==> src/rtl/strx_pkg.sv <==
package strx_pkg;
  typedef enum logic [1:0] {
    OP_MOVE = 2'd0,
    OP_CMP  = 2'd1,
    OP_SKIP = 2'd2
  } strx_op_e;

  typedef enum logic [2:0] {
    S_IDLE, S_SRC, S_TBL, S_EVAL, S_DST, S_WR, S_STEP
  } strx_state_e;

  // option nibble bit positions
  localparam int OPT_XLATE  = 0;
  localparam int OPT_BACK   = 1;
  localparam int OPT_STOPEN = 2;
  localparam int OPT_ONEQ   = 3;
endpackage

==> src/rtl/strx_step.sv <==
module strx_step #(
  parameter int AW = 32
) (
  input  logic [AW-1:0] ptr,
  input  logic [1:0]    size,
  input  logic          back,
  output logic [AW-1:0] nxt
);
  logic [AW-1:0] stride;

  always_comb begin
    case (size)
      2'd0:    stride = AW'(1);
      2'd1:    stride = AW'(2);
      default: stride = AW'(4);
    endcase
    nxt = back ? (ptr - stride) : (ptr + stride);
  end
endmodule

==> src/rtl/strx_eval.sv <==
module strx_eval #(
  parameter int DW = 32
) (
  input  logic [DW-1:0] elem,
  input  logic [DW-1:0] ref_val,
  input  logic [DW-1:0] dst_val,
  input  logic [DW-1:0] mask,
  input  logic          stop_en,
  input  logic          stop_on_eq,
  output logic          hit,
  output logic          differ
);
  logic eq_ref;

  always_comb begin
    eq_ref = (elem & mask) == (ref_val & mask);
    hit    = stop_en && (stop_on_eq ? eq_ref : !eq_ref);
    differ = (elem & mask) != (dst_val & mask);
  end
endmodule

==> src/rtl/strx_engine.sv <==
module strx_engine
  import strx_pkg::*;
#(
  parameter int AW = 32,
  parameter int DW = 32
) (
  input  logic          clk,
  input  logic          rst,
  input  logic          start,
  input  logic [1:0]    op_in,
  input  logic [1:0]    size_in,
  input  logic [3:0]    opts_in,
  input  logic [AW-1:0] cnt_in,
  input  logic [AW-1:0] src_in,
  input  logic [AW-1:0] dst_in,
  input  logic [AW-1:0] tbl_in,
  input  logic [DW-1:0] val_in,
  input  logic          int_req,
  output logic          busy,
  output logic          done,
  output logic          flag_f,
  output logic [AW-1:0] cnt_q,
  output logic [AW-1:0] src_q,
  output logic [AW-1:0] dst_q,
  output logic          mem_req,
  output logic          mem_we,
  output logic [1:0]    mem_size,
  output logic [AW-1:0] mem_addr,
  output logic [DW-1:0] mem_wdata,
  input  logic [DW-1:0] mem_rdata,
  input  logic          mem_ack
);
  localparam logic [AW-1:0] CNT_ONE = AW'(1);

  function automatic logic [DW-1:0] lane_mask(input logic [1:0] s);
    case (s)
      2'd0:    return DW'(8'hFF);
      2'd1:    return DW'(16'hFFFF);
      default: return '1;
    endcase
  endfunction

  strx_state_e   state;
  strx_op_e      op_q;
  logic [1:0]    size_q;
  logic [3:0]    opt_q;
  logic [AW-1:0] tbl_q;
  logic [DW-1:0] val_q;
  logic [DW-1:0] elem_q;
  logic          flag_q;
  logic          done_q;

  logic [AW-1:0] src_nx, dst_nx;
  logic          match_stop, dst_differ, xlate_on;
  logic [DW-1:0] rd_mask;

  assign xlate_on = opt_q[OPT_XLATE] && (size_q == 2'd0);

  // memory port, decoded from registered state and pointers
  always_comb begin
    mem_req   = 1'b0;
    mem_we    = 1'b0;
    mem_addr  = src_q;
    mem_size  = size_q;
    mem_wdata = elem_q;
    case (state)
      S_SRC: mem_req = 1'b1;
      S_TBL: begin
        mem_req  = 1'b1;
        mem_size = 2'd0;
        mem_addr = tbl_q + AW'(elem_q[7:0]);
      end
      S_DST: begin
        mem_req  = 1'b1;
        mem_addr = dst_q;
      end
      S_WR: begin
        mem_req  = 1'b1;
        mem_we   = 1'b1;
        mem_addr = dst_q;
      end
      default: ;
    endcase
  end

  assign rd_mask = lane_mask(mem_size);

  strx_step #(.AW(AW)) u_src_step (
    .ptr(src_q), .size(size_q), .back(opt_q[OPT_BACK]), .nxt(src_nx)
  );
  strx_step #(.AW(AW)) u_dst_step (
    .ptr(dst_q), .size(size_q), .back(opt_q[OPT_BACK]), .nxt(dst_nx)
  );
  strx_eval #(.DW(DW)) u_eval (
    .elem(elem_q), .ref_val(val_q), .dst_val(mem_rdata),
    .mask(lane_mask(size_q)), .stop_en(opt_q[OPT_STOPEN]),
    .stop_on_eq(opt_q[OPT_ONEQ]), .hit(match_stop), .differ(dst_differ)
  );

  always_ff @(posedge clk) begin
    if (rst) begin
      state  <= S_IDLE;
      op_q   <= OP_MOVE;
      size_q <= 2'd0;
      opt_q  <= 4'd0;
      cnt_q  <= '0;
      src_q  <= '0;
      dst_q  <= '0;
      tbl_q  <= '0;
      val_q  <= '0;
      elem_q <= '0;
      flag_q <= 1'b0;
      done_q <= 1'b0;
    end else begin
      done_q <= 1'b0;
      case (state)
        S_IDLE: if (start) begin
          op_q   <= strx_op_e'(op_in);
          size_q <= size_in;
          opt_q  <= opts_in;
          cnt_q  <= cnt_in;
          src_q  <= src_in;
          dst_q  <= dst_in;
          tbl_q  <= tbl_in;
          val_q  <= val_in;
          if (cnt_in == '0) begin
            flag_q <= 1'b0;
            done_q <= 1'b1;
          end else begin
            state <= S_SRC;
          end
        end
        S_SRC: if (mem_ack) begin
          elem_q <= mem_rdata & rd_mask;
          state  <= xlate_on ? S_TBL : S_EVAL;
        end
        S_TBL: if (mem_ack) begin
          elem_q <= mem_rdata & rd_mask;
          state  <= S_EVAL;
        end
        S_EVAL: begin
          if (match_stop) begin
            flag_q <= 1'b1;
            done_q <= 1'b1;
            state  <= S_IDLE;
          end else begin
            case (op_q)
              OP_MOVE: state <= S_WR;
              OP_CMP:  state <= S_DST;
              default: state <= S_STEP;
            endcase
          end
        end
        S_DST: if (mem_ack) begin
          if (dst_differ) begin
            flag_q <= 1'b0;
            done_q <= 1'b1;
            state  <= S_IDLE;
          end else begin
            state <= S_STEP;
          end
        end
        S_WR: if (mem_ack) state <= S_STEP;
        S_STEP: begin
          cnt_q <= cnt_q - CNT_ONE;
          src_q <= src_nx;
          if (op_q != OP_SKIP) dst_q <= dst_nx;
          if (cnt_q == CNT_ONE) begin
            flag_q <= 1'b0;
            done_q <= 1'b1;
            state  <= S_IDLE;
          end else if (int_req) begin
            flag_q <= 1'b0;
            state  <= S_IDLE;
          end else begin
            state <= S_SRC;
          end
        end
        default: state <= S_IDLE;
      endcase
    end
  end

  assign busy   = (state != S_IDLE);
  assign done   = done_q;
  assign flag_f = flag_q;


  req_hold_chk: assert property (@(posedge clk) disable iff (rst)
    (mem_req && !mem_ack) |=> (mem_req && $stable(mem_addr)));


  cnt_step_chk: assert property (@(posedge clk) disable iff (rst)
    (busy && $past(busy) && (cnt_q != $past(cnt_q))) |-> (cnt_q == $past(cnt_q) - CNT_ONE));


  no_write_chk: assert property (@(posedge clk) disable iff (rst)
    (mem_req && (op_q != OP_MOVE)) |-> !mem_we);


  zero_cnt_chk: assert property (@(posedge clk) disable iff (rst)
    (!busy && start && (cnt_in == '0)) |=> (done && !busy && !mem_req));


  int_stop_chk: assert property (@(posedge clk) disable iff (rst)
    ($fell(busy) && !done) |-> ($past(int_req) && (cnt_q != '0)));


  done_idle_chk: assert property (@(posedge clk) disable iff (rst)
    done |-> (!busy && !mem_req));
endmodule

==> config.mk <==
export PLATFORM = sky130hd
export DESIGN_NAME = strx_engine
export DESIGN_NICKNAME = d
export VERILOG_FILES = /design/src/rtl/strx_pkg.sv /design/src/rtl/strx_step.sv /design/src/rtl/strx_eval.sv /design/src/rtl/strx_engine.sv
export SDC_FILE = /design/constraint.sdc
export NUM_CORES = 1
export LEC_CHECK = 0
export BUFFER_PORTS_ARGS = -buffer_cell sky130_fd_sc_hd__buf_2
export CAP_MARGIN = 20
export CORE_MARGIN = 2
export CORE_UTILIZATION = 54
export DETAILED_ROUTE_END_ITERATION = 16
export PLACE_DENSITY = 0.82
export SLEW_MARGIN = 20
export SYNTH_ARGS = -nofsm -noshare
export SYNTH_HDL_FRONTEND = slang
export SYNTH_SLANG_ARGS = --single-unit
==> constraint.sdc <==
create_clock -name clk -period 5.55 [get_ports clk]
set_input_delay 0.555 -clock clk [delete_from_list [all_inputs] [get_ports clk]]
set_output_delay 0.555 -clock clk [all_outputs]
set_load 0.01 [all_outputs]
==> metrics.yaml, run 1 <==
hold_viol: 0
postCtsSetupBuffers: 0
leakage_nw: 7.41
power_mw: 7.06
fp.dieW_um: 163
final_util: 0.661
finalCriticalPeriod_ps: 4530
synth_most_common_cell: "nand2_1"
postSynthAreaPerCell_um2: 7.62
die_h_um: 163
fillers: 2195
antenna_found_initial: 4
drt_wl_total_um: 49500
yosysTopAreaCell: "dfxtp_1"
synthTopCellsByCount: "nand2_1 (306), dfxtp_1 (205), a21oi_1 (187), nor2_1 (160), clkbuf_1 (92)"
status: "completed"
cts_buffers: 24
grt_pass1_wl_um: 75600
cts.repair.resized: 0
clk_pin_slew_ps: 60
crit_fanout: 6
final.period_utilization: 0.816
gp_congestion: 0.945
netlist_instances: 1788
drc_errors: 0
async_reset_ff_frac: 0
synth_nets: 2070
yosys.area_share.simple: 0.228
wl_per_cell_um: 20.3
arrival_ps: 4900
critPathCaptureType: "register"
rows: 58
drtAntennaViolNets: 0
synthToLayoutAreaGrowth_pct: 21.0
cellPowerDensity_nw_per_um2: 428
vias_per_cell: 6.23
multiInputGateArea_um2: 9020
layout-drive-gt1-share: 0.215
fmax_ghz: 0.221
nets: 2376
dpl_worst_slack_ps: 1170
cts_max_path_buffers: 3
fin_skew_ps: 10.5
cts_root_buf: "clkbuf_16"
globalRouteTotalUtil: 0.357
coreArea_um2: 25000
vias: 15212
clock-sinks: 205
slew_viol_final: 0
grt_pass1_vias: 14071
slew_headroom: 0.346
synthMuxAreaShare: 0.0104
synth_ff_type: "dfxtp_1"
ios: 372
rsz0062_at_grt: "no"
synth_top_family_by_area: "compound AO/OA/AOI/OAI gates"
yosysUniqueCellTypes: 79
setup_ws_ps: 1020
initial_core_util: 0.546
path_class: "register to register"
drtIter0Drc: 1709
clkLatencyLatePin_ps: 540
yosys.area.top_type_share: 0.301
yosysWarnings: 0
cts_tree: "done"
holdWs_ps: 249
synth_xor_area_frac: 0.0938
synth_compound_area_frac: 0.255
syn_area_um2: 13600
tightest_slew_ps: 980
critPathRequiredTime_ps: 5920
synth_edf_count: 0
synth_seq_cells: 205
cap_violations: 0
yosys.area_share.adder: 0.0723
tns_ps: 0
dp_hpwl_um: 36200
ir_worst_vdd_uv: 418
overflow: 0
setup_viol: 0
synthTopCellsByArea: "dfxtp_1 (30%), nand2_1 (8.4%), a21oi_1 (6.9%)"
h-tree-depth: 1
io_buffers: 371
min_path_type: "input pin to register"
grt_max_degree: 117
dr.pass1.iters: 6
holdBufCountCts: 0
seq_area_um2: 4110
yosysSeqAreaShare: 0.301
dieArea_um2: 26500
start_kind: "register"
## final cells by class
cell class / instances / share of cell area
antenna: 3 / 0.000455
clock buffer: 32 / 0.0413
clock inverter: 10 / 0.0100
inverter: 30 / 0.00683
multi-input combinational: 1448 / 0.547
sequential: 205 / 0.249
tap: 330 / 0.0250
timing repair buffer: 385 / 0.121
## metal layers
metal	vias to the layer above	share of wire	GRT usage
met3	155	0.10	0.0718
met5	-	0.00026	0
met4	2	0.060	0.183
met2	844	0.46	0.582
met1	7110	0.38	0.447
li1	7101	-	-
## worst max-delay path, cell delays in order (launching register included)
cell       delay [ps]
dfxtp_1           330
nor2_1            390
inv_1             180
ha_1              320
inv_1              40
mux2_2            320
fa_1              460
a21o_1            210
a221oi_2          290
o21ai_1           200
a211o_1           350
a2111oi_2         560
o21bai_1          160
a21oi_1           250
xor2_1            180
o32ai_1           120
## cells in the final DEF (no fill, tap or decap), types with 5 or more instances in the layout
cell type and count:
a2111oi_0 5, a211oi_1 17, a21o_1 33, a21oi_1 187
a221oi_1 11, a22oi_1 59, a311oi_1 30, a31oi_1 17
and2_1 10, and3_1 19, buf_2 370, buf_4 12
clkbuf_16 24, clkbuf_8 5, dfxtp_1 204, ha_1 74
inv_1 29, mux2i_1 13, nand2_1 305, nand2b_1 10
nand3_1 33, nand4_1 24, nor2_1 158, nor2b_1 8
nor3_1 33, nor3b_1 6, nor4_1 24, o211a_1 6
o211ai_1 7, o21a_1 17, o21ai_0 71, o21ai_1 9
o21bai_1 10, o221ai_1 8, o22ai_1 6, o31ai_1 6
or3_1 14, xnor2_1 84, xor2_1 62
## power breakdown
group / switching, mW / internal [mW]
Clock: 0.667 / 1.04
Sequential: 0.439 / 1.77
Combinational: 1.94 / 1.20
Total: 3.04 / 4.01
## flip-flops by register name (all words and copies together), names as in the netlist, 2 cells and up
register and count:
val_q 32, src_q 32, tbl_q 32, opt_q 4
mem_wdata 32, dst_q 32, op_q 2, cnt_q 32
state 3, size_q 2
## logic make-up (layout without fill, tap and decap cells)
logic type	after synthesis	after routing
and+or+nand+nor	678	678
AOI/OAI and AO/OA	533	533
DFF	205	205
xor gates and xnor gates	146	146
buffers and inverters	135	457
adders and majority gates	77	77
muxes	14	14
other	0	3
## path summary, 6_finish.rpt
check | startpoint | end | slack, ps | depth (start not counted)
hold / removal | op_in[1] | op_q[1] | 250 | 3
setup / recovery | size_q[1] | dst_q[24] | 1020 | 15
hold reg to reg | flag_f | flag_f | 460 | 2
setup reg to reg | size_q[1] | dst_q[24] | 1020 | 15
## stage by stage
step / instances / instance area (µm²)
6_report: 2443 / 16500
5_1_grt: 2441 / 16500
4_1_cts: 2438 / 16400
3_5_place_dp: 2396 / 15600
3_3_place_gp: 2396 / 15600
2_1_floorplan: 1788 / 13600
(Power assumes the default switching activity.)
==> run 2: changes to the inputs <==
==> constraint.sdc (replaced) <==
create_clock -name clk -period 4.4 [get_ports clk]
set_input_delay 0.44 -clock clk [delete_from_list [all_inputs] [get_ports clk]]
set_output_delay 0.44 -clock clk [all_outputs]
set_load 0.01 [all_outputs]
==> run 2 against run 1 <==
Count of clock-buffer cells in the layout did not move; via count fell by 0.33%; worst setup slack got worse by 720 ps; clock power rose by 21%.
==> metrics.yaml, run 2 (synthesis results as in run 1) <==
finalCriticalPeriod_ps: 4100
cts.repair.resized: 0
critPathCaptureType: "primary output"
tns_ps: 0
path_common_cell: "a21oi_1"
slew_headroom: 0.253
clock-sinks: 205
h-tree-depth: 1
ios: 372
final.period_utilization: 0.931
grt_pass1_vias: 13917
cp_cell_sequence: "ha_1 -> fa_1 -> a21o_1 -> a21oi_1 -> o21bai_1 -> a21oi_1 -> o21bai_1 -> a21oi_1 -> buf_4 -> nor3_1 -> xnor2_1 -> o221ai_1 -> buf_2"
clkLatencyLatePin_ps: 540
grt_max_degree: 96
power_switching_mw: 3.81
postCtsSetupBuffers: 0
p_int_mw: 4.99
start_kind: "register"
globalRouteTotalUtil: 0.345
clk_pin_slew_ps: 60
drtAntennaViolNets: 0
fillers: 2216
drtIter0Drc: 1623
gp_congestion: 0.990
layout_commonest_cell: "buf_2"
cts_buffers: 24
vias_per_cell: 6.19
rsz0062_at_grt: "no"
critPathRequiredTime_ps: 3960
rows: 58
ir_worst_vdd_uv: 407
cts_root_buf: "clkbuf_16"
pwr-share-seq: 0.316
layout-drive-gt1-share: 0.214
min_path_type: "input pin to register"
initial_core_util: 0.546
leakage_nw: 7.41
tightest_slew_ps: 1120
slew_viol_final: 0
wl_per_cell_um: 19.7
cts_tree: "done"
antenna_found_initial: 7
die_h_um: 163
dieArea_um2: 26500
combPwrFrac: 0.449
dp_hpwl_um: 35600
coreArea_um2: 25000
holdBufCountCts: 0
synthToLayoutAreaGrowth_pct: 20.9
overflow: 0
nets: 2380
drt_wl_total_um: 48300
io_buffers: 371
path_class: "register to primary output"
arrival_ps: 3660
crit_fanout: 12
holdWs_ps: 136
setup_viol: 0
slowest_delay_ps: 410
vias: 15162
cts_max_path_buffers: 3
dpl_worst_slack_ps: 351
power.share.clock: 0.236
setup_ws_ps: 305
dr.pass1.iters: 6
fin_skew_ps: 23.1
swShare: 0.433
grt_pass1_wl_um: 73400
status: "completed"
final_cell_mix: "buf_2 (370), nand2_1 (305), dfxtp_1 (204)"
drc_errors: 0
cp_slowest_cell: "fa_1"
cap_violations: 0
fp.dieW_um: 163
cellPowerDensity_nw_per_um2: 534
fmax_ghz: 0.244
hold_viol: 0
==> run 2: path summary, 6_finish.rpt <==
| check | startpoint | end | slack (ps) | depth (start not counted) |
|---|---|---|---|---|
| max | mem_wdata[0] | mem_addr[26] | 300 | 13 |
| max reg2reg | size_q[1] | dst_q[28] | 440 | 15 |
| min | val_in[23] | val_q[23] | 140 | 3 |
| min reg2reg | opt_q[2] | opt_q[2] | 470 | 2 |
==> run 2: cell type report <==
type                       instances  area, µm²  share of cell area
sequential                       205       4110               0.249
tap                              330        413              0.0250
multi-input combinational       1448       9020               0.547
timing repair buffer             389       2010               0.122
clock buffer                      32        671              0.0407
antenna                            6       15.0            0.000911
clock inverter                     8        133             0.00805
inverter                          30        113             0.00683
==> run 2: layer usage <==
layer,GRT usage,vias up,share of wire
met3,0.0637,171,0.094
met2,0.556,794,0.45
met1,0.438,7101,0.39
met5,0,-,0.00023
li1,-,7094,-
met4,0.184,2,0.060
==> run 2: power groups by stage <==
| stage | Combinational (mW) | Sequential, mW | Clock (mW) |
|---|---|---|---|
| 2_1_floorplan | 2.61 | 2.72 | 0 |
| 3_3_place_gp | 3.78 | 2.78 | 0 |
| 3_5_place_dp | 3.87 | 2.79 | 0 |
| 4_1_cts | 3.90 | 2.75 | 2.08 |
| 5_1_grt | 4.32 | 2.81 | 2.15 |
| 6_report | 3.95 | 2.78 | 2.07 |
==> run 2: through the flow <==
stage,utilization,total power [mW],area (µm²),instances
after floorplan,-,5.33,13600,1788
after global placement,0.627,6.56,15700,2402
after detailed placement,0.627,6.66,15700,2402
after CTS,0.659,8.73,16500,2442
after global routing,0.660,9.29,16500,2445
final,0.660,8.80,16500,2448
==> run 2: critical path, delay by kind of cell, from the launching register on <==
kind | cells | cell delay, ps
AO/OA/AOI/OAI | 7 | 1380
adder cells (fa/ha/maj) | 2 | 670
buffers and inverters | 2 | 410
flip-flops | 1 | 390
XOR/XNOR | 1 | 170
AND/OR/NAND/NOR | 1 | 80
==> run 3: changes to the inputs <==
--- a/config.mk
+++ b/config.mk
@@ -10,6 +10,7 @@
 export CORE_MARGIN = 2
 export CORE_UTILIZATION = 54
 export DETAILED_ROUTE_END_ITERATION = 16
+export MAX_ROUTING_LAYER = met4
 export PLACE_DENSITY = 0.82
 export SLEW_MARGIN = 20
 export SYNTH_ARGS = -nofsm -noshare
==> run 3 against run 2 <==
Worst setup slack got worse by 3.3 ps; core utilization rose by 0.64 points; design area increased by 0.96%; sequential power about the same; critical path depth did not move; clock power is 17% higher; routed wire length is 0.79% higher; maximum frequency about the same; largest power group unchanged.
==> metrics.yaml, run 3 (synthesis results as in run 1) <==
status: "completed"
h-tree-depth: 1
dp_hpwl_um: 35700
io_buffers: 371
layout-drive-gt1-share: 0.218
cts_max_path_buffers: 3
ir_worst_vdd_uv: 358
globalRouteTotalUtil: 0.360
critPathCaptureType: "primary output"
wl_per_cell_um: 19.8
die_h_um: 163
rows: 58
drtAntennaViolNets: 0
slew_headroom: 0.265
worst-path-buf-inv: 2
cp_slowest_cell: "fa_1"
power_mw: 9.15
dpl_worst_slack_ps: 460
place_inst: 2403
tns_ps: 0
path_common_cell: "a21oi_1"
layout_commonest_cell: "buf_2"
cellPowerDensity_nw_per_um2: 550
dieArea_um2: 26500
coreArea_um2: 25000
critPathTopFamily: "compound AO/OA/AOI/OAI gates"
drc_errors: 0
drtIter0Drc: 1299
initial_core_util: 0.546
vias_per_cell: 6.10
crit_fanout: 12
ios: 372
critPathRequiredTime_ps: 3960
fillers: 2191
seq_area_um2: 4110
grt_pass1_vias: 13586
cts_tree: "done"
slowest_delay_ps: 400
hold_end: "val_q[26]"
fp.dieW_um: 163
grt_max_degree: 89
path_class: "register to primary output"
gp_congestion: 0.952
final.period_utilization: 0.931
holdBufCountCts: 0
cts.repair.resized: 0
ff2ff_setup_slack_ps: 420
hold_viol: 0
r2r_start: "size_q[1]"
clock-sinks: 205
finalCriticalPeriod_ps: 4100
r2r_cells: 15
cts_root_buf: "clkbuf_16"
postCtsSetupBuffers: 0
cp_cell_sequence: "ha_1 -> fa_1 -> a21o_1 -> a21oi_1 -> o21bai_1 -> a21oi_1 -> o21bai_1 -> a21oi_1 -> buf_4 -> nor3_1 -> xnor2_1 -> o221ai_1 -> buf_2"
rr_endpoint: "dst_q[28]"
antenna_found_initial: 8
multiInputGateArea_um2: 9010
min-delay-start: "val_in[26]"
clk_pin_slew_ps: 60
overflow: 0
clkLatencyLatePin_ps: 540
arrival_ps: 3660
vias: 14965
start_kind: "register"
slew_viol_final: 0
fin_skew_ps: 15.2
rsz0062_at_grt: "no"
fmax_ghz: 0.244
cts_buffers: 24
tightest_slew_ps: 1100
hold_depth: 3
leakage_nw: 7.49
nets: 2381
drt_wl_total_um: 48700
synthToLayoutAreaGrowth_pct: 22.1
cap_violations: 0
setup_viol: 0
setup_ws_ps: 302
final_cell_mix: "buf_2 (370), nand2_1 (305), dfxtp_1 (204)"
finalNonFillerCells: 2455
dr.pass1.iters: 6
min_path_type: "input pin to register"
grt_pass1_wl_um: 74100
-- run 3: cell types whose count changed in the layout (fill, tap and decap cells not counted), sizes merged, moves of 2 or more --
cell    previous run  this run
bufinv             3         9
clkbuf            32        26
clkinv             5         9
diode              6         8
-- run 3: metrics by stage --
| step | area (µm²) | hold slack (ps) | util |
|---|---|---|---|
| final | 16600 | 128 | 0.667 |
| after floorplan | 13600 | 437 | - |
| after global placement | 15700 | 450 | 0.627 |
| after CTS | 16600 | 124 | 0.666 |
| after detailed placement | 15700 | 448 | 0.627 |
| after global routing | 16600 | 125 | 0.667 |
-- run 3: where the power goes --
group          switching (mW)  internal (mW)  leakage (nW)
combinational            2.44           1.52          5.34
sequential              0.540           2.23          1.68
clock                   0.865           1.56         0.476
-- run 3: final cells by class --
cell class | count | area share
inverter | 30 | 0.00677
clock inverter | 18 | 0.0201
clock buffer | 26 | 0.0377
antenna | 8 | 0.00120
timing repair buffer | 390 | 0.121
sequential | 205 | 0.247
tap | 330 | 0.0248
multi-input combinational | 1448 | 0.541
-- run 3: worst max-delay path by stage --
stage,from,endpoint,slack (ps),depth (start not counted)
6_report,mem_wdata[0],mem_addr[26],300,13
5_1_grt,size_q[1],dst_q[30],60,15
4_1_cts,mem_wdata[0],mem_addr[26],330,13
3_5_place_dp,size_q[1],dst_q[28],460,15
3_3_place_gp,size_q[1],dst_q[28],510,15
2_1_floorplan,opt_q[1],dst_q[28],20,11
-- run 3: routing by layer --
layer	global-route usage	share of wire
met5	-	0
met1	0.450	0.41
met3	0.0642	0.086
met4	0.152	0.046
met2	0.573	0.46
-- run 3: worst register-to-register path: cells and delay by family (launching register included) --
family | cells | cell delay [ps]
AOI/OAI and AO/OA | 7 | 2030
muxes | 1 | 330
adders and majority gates | 2 | 740
buffers and inverters | 2 | 130
and+or+nand+nor | 2 | 200
xor gates and xnor gates | 1 | 130
DFF | 1 | 330
